<file path="src/rtl/adc_seq_pkg.sv">
`timescale 1ns/1ps
package adc_seq_pkg;
  typedef enum logic [2:0] {
    ST_DOWN = 3'd0,
    ST_WARM = 3'd1,
    ST_IDLE = 3'd2,
    ST_CONV = 3'd3,
    ST_STOP = 3'd4
  } seq_state_e;

  localparam int MODE_SOFT  = 1;
  localparam int MODE_EVENT = 7;
endpackage

</file>
<file path="src/rtl/adc_trig_select.sv">
`timescale 1ns/1ps
module adc_trig_select #(
  parameter int MODE_W = 3
) (
  input  logic [MODE_W-1:0] trig_mode,
  input  logic              sw_start,
  input  logic              periph_evt,
  output logic              trig,
  output logic              mode_live,
  output logic              evt_mode
);
  import adc_seq_pkg::*;

  logic soft_mode;

  always_comb begin
    soft_mode = (trig_mode == MODE_W'(MODE_SOFT));
    evt_mode  = (trig_mode == MODE_W'(MODE_EVENT));
    mode_live = soft_mode | evt_mode;
    trig      = (soft_mode & sw_start) | (evt_mode & periph_evt);
  end
endmodule

</file>
<file path="src/rtl/adc_warmup_timer.sv">
`timescale 1ns/1ps
module adc_warmup_timer #(
  parameter int STW = 4
) (
  input  logic           clk,
  input  logic           rst_n,
  input  logic           load,
  input  logic           run,
  input  logic [STW-1:0] startup,
  output logic           expired
);
  localparam int CW = STW + 3;

  logic [CW-1:0] cnt_q;

  always_ff @(posedge clk) begin
    if (!rst_n) begin
      cnt_q <= '0;
    end else if (load) begin
      cnt_q <= {startup, 3'b111};
    end else if (run && cnt_q != '0) begin
      cnt_q <= cnt_q - 1'b1;
    end
  end

  assign expired = (cnt_q == '0);
endmodule

</file>
<file path="src/rtl/adc_seq_fsm.sv">
`timescale 1ns/1ps
module adc_seq_fsm (
  input  logic                    clk,
  input  logic                    rst_n,
  input  logic                    trig,
  input  logic                    mode_live,
  input  logic                    evt_mode,
  input  logic                    periph_evt,
  input  logic                    sleep_cfg,
  input  logic                    conv_done,
  input  logic                    expired,
  output adc_seq_pkg::seq_state_e state,
  output logic                    load,
  output logic                    conv_start,
  output logic                    overrun
);
  import adc_seq_pkg::*;

  seq_state_e state_q, state_d;
  logic       pend_q, pend_d;
  logic       start_q, start_d;
  logic       ovr_q, ovr_d;

  always_comb begin
    state_d = state_q;
    pend_d  = pend_q;
    start_d = 1'b0;
    ovr_d   = 1'b0;
    load    = 1'b0;
    case (state_q)
      ST_IDLE: begin
        if (sleep_cfg) begin
          state_d = ST_DOWN;
        end else if (trig) begin
          state_d = ST_CONV;
          start_d = 1'b1;
        end
      end
      ST_DOWN: begin
        if (!sleep_cfg) begin
          state_d = ST_WARM;
          load    = 1'b1;
          pend_d  = trig;
        end
      end
      ST_WARM: begin
        if (trig) pend_d = 1'b1;
        if (expired) begin
          if (pend_d) begin
            state_d = ST_CONV;
            start_d = 1'b1;
          end else begin
            state_d = ST_IDLE;
          end
          pend_d = 1'b0;
        end
      end
      ST_CONV: begin
        if (evt_mode && periph_evt) ovr_d = 1'b1;
        if (conv_done) state_d = ST_IDLE;
        else if (!mode_live) state_d = ST_STOP;
      end
      ST_STOP: begin
        if (conv_done) state_d = ST_IDLE;
      end
      default: state_d = ST_IDLE;
    endcase
  end

  always_ff @(posedge clk) begin
    if (!rst_n) begin
      state_q <= ST_IDLE;
      pend_q  <= 1'b0;
      start_q <= 1'b0;
      ovr_q   <= 1'b0;
    end else begin
      state_q <= state_d;
      pend_q  <= pend_d;
      start_q <= start_d;
      ovr_q   <= ovr_d;
    end
  end

  assign state      = state_q;
  assign conv_start = start_q;
  assign overrun    = ovr_q;
endmodule

</file>
<file path="src/rtl/adc_seq_ctrl.sv">
`timescale 1ns/1ps
module adc_seq_ctrl #(
  parameter int MODE_W = 3,
  parameter int STW    = 4
) (
  input  logic              clk,
  input  logic              rst_n,
  input  logic [MODE_W-1:0] trig_mode,
  input  logic              sleep_cfg,
  input  logic [STW-1:0]    startup_cfg,
  input  logic              sw_start,
  input  logic              periph_evt,
  input  logic              conv_done,
  output logic              conv_start,
  output logic              pwr_en,
  output logic              ready,
  output logic              overrun
);
  import adc_seq_pkg::*;

  logic       trig, mode_live, evt_mode, load, expired;
  seq_state_e state_w;

  adc_trig_select #(.MODE_W(MODE_W)) i_sel (
    .trig_mode (trig_mode),
    .sw_start  (sw_start),
    .periph_evt(periph_evt),
    .trig      (trig),
    .mode_live (mode_live),
    .evt_mode  (evt_mode)
  );

  adc_warmup_timer #(.STW(STW)) i_tmr (
    .clk    (clk),
    .rst_n  (rst_n),
    .load   (load),
    .run    (state_w == ST_WARM),
    .startup(startup_cfg),
    .expired(expired)
  );

  adc_seq_fsm i_fsm (
    .clk       (clk),
    .rst_n     (rst_n),
    .trig      (trig),
    .mode_live (mode_live),
    .evt_mode  (evt_mode),
    .periph_evt(periph_evt),
    .sleep_cfg (sleep_cfg),
    .conv_done (conv_done),
    .expired   (expired),
    .state     (state_w),
    .load      (load),
    .conv_start(conv_start),
    .overrun   (overrun)
  );

  assign pwr_en = (state_w != ST_DOWN);
  assign ready  = (state_w == ST_IDLE) || (state_w == ST_DOWN);
endmodule

</file>
<file path="config.mk">
export PLATFORM = sky130hd
export DESIGN_NAME = adc_seq_ctrl
export DESIGN_NICKNAME = d
export VERILOG_FILES = /design/src/rtl/adc_seq_pkg.sv /design/src/rtl/adc_trig_select.sv /design/src/rtl/adc_warmup_timer.sv /design/src/rtl/adc_seq_fsm.sv /design/src/rtl/adc_seq_ctrl.sv
export SDC_FILE = /design/constraint.sdc
export NUM_CORES = 1
export LEC_CHECK = 0
export CAP_MARGIN = 10
export CORE_MARGIN = 2
export CORE_UTILIZATION = 50
export DETAILED_ROUTE_END_ITERATION = 10
export PLACE_DENSITY_LB_ADDON = 0.08
export SETUP_SLACK_MARGIN = 0.1
export SKIP_CTS_REPAIR_TIMING = 1
export SLEW_MARGIN = 20
export SYNTH_ARGS = -nofsm -noshare
export SYNTH_HDL_FRONTEND = slang
export SYNTH_HIERARCHICAL = 1
export SYNTH_SLANG_ARGS = --single-unit
</file>
<file path="constraint.sdc">
create_clock -name clk -period 2.2 [get_ports clk]
set_input_delay 0.55 -clock clk [delete_from_list [all_inputs] [get_ports clk]]
set_output_delay 0.55 -clock clk [all_outputs]
set_load 0.02 [all_outputs]
</file>
==> reports/qor.yml <==
via_per_inst: 6.02
reg2reg_slack_ps: 350
route.met2.wl_um: 925
path_buf_inv: 1
p_leak_nw: 0.395
drt-pass1-iter-count: 4
cts-root-buf: "clkbuf_4"
hold_viol: 0
synthCells: 105
start_util_pct: 52.6
antenna_left: 0
slowest_stage: "clkdlybuf4s50_1"
die_w_um: 46.2
ir_drop_mv: 0.496
routed.top_layer: "met3"
first_iter_violations: 24
r2r_start: "i_tmr/cnt_q[0]"
synthTopCellsByArea: "dfxtp_1 29%, a21oi_1 4.5%, nor2_1 4.2%"
grt_pass1_wl_mm: 3.05
clk_pin_slew_ps: 90
cts_tree: "yes"
cp_cell_sequence: "or3_1 > clkdlybuf4s50_1"
vias: 867
antenna_cells: 0
cts_inserted_buffers: 3
cp-start-kind: "flip-flop"
layout-drive-gt1-share_pct: 15.7
tightest_slew_ps: 469
io_pins: 17
slowest_delay_ps: 540
cp_max_fo: 11
finalNetCount: 142
clock.fmax_mhz: 477
finalWirelength_mm: 1.94
fin_util_pct: 66.4
min_from: "i_fsm/pend_q"
ys_types: 46
report.final.slew_viol_count: 0
hold_path_end: "i_fsm/pend_q"
synth_warnings: 6
outcome: "complete, no violations"
power_mw: 1.02
cp.required_ps: 1650
wl_met1_um: 927
grt_usage_pct: 19.4
dp_hpwl_mm: 1.48
relSlewSlack_pct: 68.5
drc: 0
yosys.area.top_type: "dfxtp_1"
clk_latency_ps: 270
syn-cell-area_um2: 888
critPathTopFamily: "buffers and inverters"
rows: 15
tns_ps: 0
avgSynthCellArea_um2: 8.46
port_buffers: 16
cap_violations: 0
crit_type: "reg2out"
synth_seq_cells: 13
die-area_um2: 2130
gp_congestion: 0.819
rsz0062_at_grt: "yes"
worstPathArrival_ps: 1540
overflow: 0
wl_met3_um: 85
rr_endpoint: "i_fsm/state[0]"
r2r_cells: 7
yosysSeqAreaShare_pct: 29.3
whs_path_depth: 2
synthToLayoutAreaGrowth_pct: 26.2
clk_path_buf_depth: 2
fin_crit_sh_pct: 95.2
n_fill_cell: 148
hold_path.class: "reg2reg"
synth_top_area_share_pct: 29.3
htreeDepth: 1
cts_num_sinks: 13
grt_antenna_before_repair: 0
fin_worst_skew_ps: 6.09
wl_per_cell_um: 13.5
grt_max_degree: 12
fp.coreArea_um2: 1690
fp.dieH_um: 46.2
setup_viol: 0
endpoint_kind: "output port"
power.density_nw_per_um2: 909
grt_pass1_vias: 757
period_needed_ps: 2090
syn-num-nets: 119
==> worst reg2reg max path, cell delays in order (launching register included) <==
cell	delay [ps]
dfxtp_1	340
inv_1	80
ha_1	220
nor4b_4	370
and2_1	300
nand2b_1	150
o311ai_2	130
mux2i_1	150
==> kinds of logic (layout without fill, tap and decap cells) <==
| family | Yosys count | count (layout) | share of synthesized area, % |
|---|---|---|---|
| compound gates | 32 | 32 | 27.3 |
| xor+xnor | 1 | 1 | 0.986 |
| fa+ha+maj | 1 | 1 | 1.41 |
| buf+inv | 12 | 34 | 6.76 |
| flops | 13 | 13 | 29.3 |
| mux | 3 | 3 | 3.38 |
| simple gates | 43 | 43 | 30.8 |
==> Yosys cell counts (all sizes together) <==
library cell	count
dfxtp	13
buf	4
ha	1
nor4b	1
nor4	1
nor3	1
a41o	1
a21boi	2
a221oi	1
nand3b	1
a211o	2
nand2	7
nand4bb	1
or3	2
a311oi	1
nand3	5
o21ai	6
nand2b	4
o311a	1
xnor2	1
nor2	10
mux2i	3
a2111oi	1
a31oi	2
and2b	1
a21oi	8
o311ai	2
and2	2
and3b	1
nand4	1
nor3b	2
o21a	1
a2111o	1
or3b	1
inv	8
o22ai	1
and3	1
o221a	1
o31ai	1
nor4bb	1
==> flip-flops by register name, indices dropped and copies added (netlist names) <==
register	cells
i_fsm/overrun	1
i_tmr/cnt_q	7
i_fsm/pend_q	1
i_fsm/conv_start	1
i_fsm/state	3
==> layer usage <==
layer,track usage (%),up-vias
met5,0,-
met4,2.86,0
met3,5.10,0
met2,31.9,18
met1,25.9,412
li1,-,437
==> cells in the final DEF (no fill, tap or decap), drive strengths merged, types with 2 or more instances in the layout <==
| cell | instances |
|---|---|
| clkdlybuf4s50 | 16 |
| dfxtp | 13 |
| nor2 | 10 |
| inv | 8 |
| a21oi | 8 |
| nand2 | 7 |
| buf | 6 |
| o21ai | 6 |
| nand3 | 5 |
| nand2b | 4 |
| clkbuf | 4 |
| mux2i | 3 |
| or3 | 2 |
| and2 | 2 |
| a211o | 2 |
| a31oi | 2 |
| a21boi | 2 |
| nor3b | 2 |
| o311ai | 2 |
==> through the flow <==
stage / hold slack [ps] / instances / setup WS, ps / cell area (um2)
6_report: 491 / 144 / 106 / 1120
2_1_floorplan: 445 / 105 / 325 / 888
3_5_place_dp: 477 / 140 / 21.2 / 1080
5_1_grt: 506 / 144 / 34.8 / 1120
4_1_cts: 491 / 144 / -1.37 / 1110
3_3_place_gp: 457 / 140 / 103 / 1080
==> how the worst max path moves through the flow <==
stage	from	to	cells past startpoint
2_1_floorplan	i_fsm/state[0]	i_tmr/cnt_q[5]	4
3_3_place_gp	trig_mode[2]	i_fsm/state[2]	7
3_5_place_dp	trig_mode[1]	i_fsm/state[0]	7
4_1_cts	i_fsm/state[2]	pwr_en	2
5_1_grt	i_fsm/state[2]	pwr_en	2
6_report	i_fsm/state[2]	pwr_en	2
==> power by group <==
part           internal, mW  leakage, nW  switching, mW  total (mW)
Clock                0.0701       0.0150         0.0806       0.151
Sequential            0.281        0.106         0.0562       0.337
Combinational         0.248        0.273          0.283       0.532
Total                 0.599        0.395          0.420        1.02
==> final cells by class <==
class                           instances  area [um2]  area share (%)
Multi-Input combinational cell         80         577            51.5
Sequential cell                        13         262            23.3
Timing Repair Buffer                   22         205            18.3
Inverter                                8        30.0            2.68
Clock buffer                            4        26.3            2.34
Tap cell                               17        21.3            1.90
No activity file was read; power rests on OpenSTA's default activity.
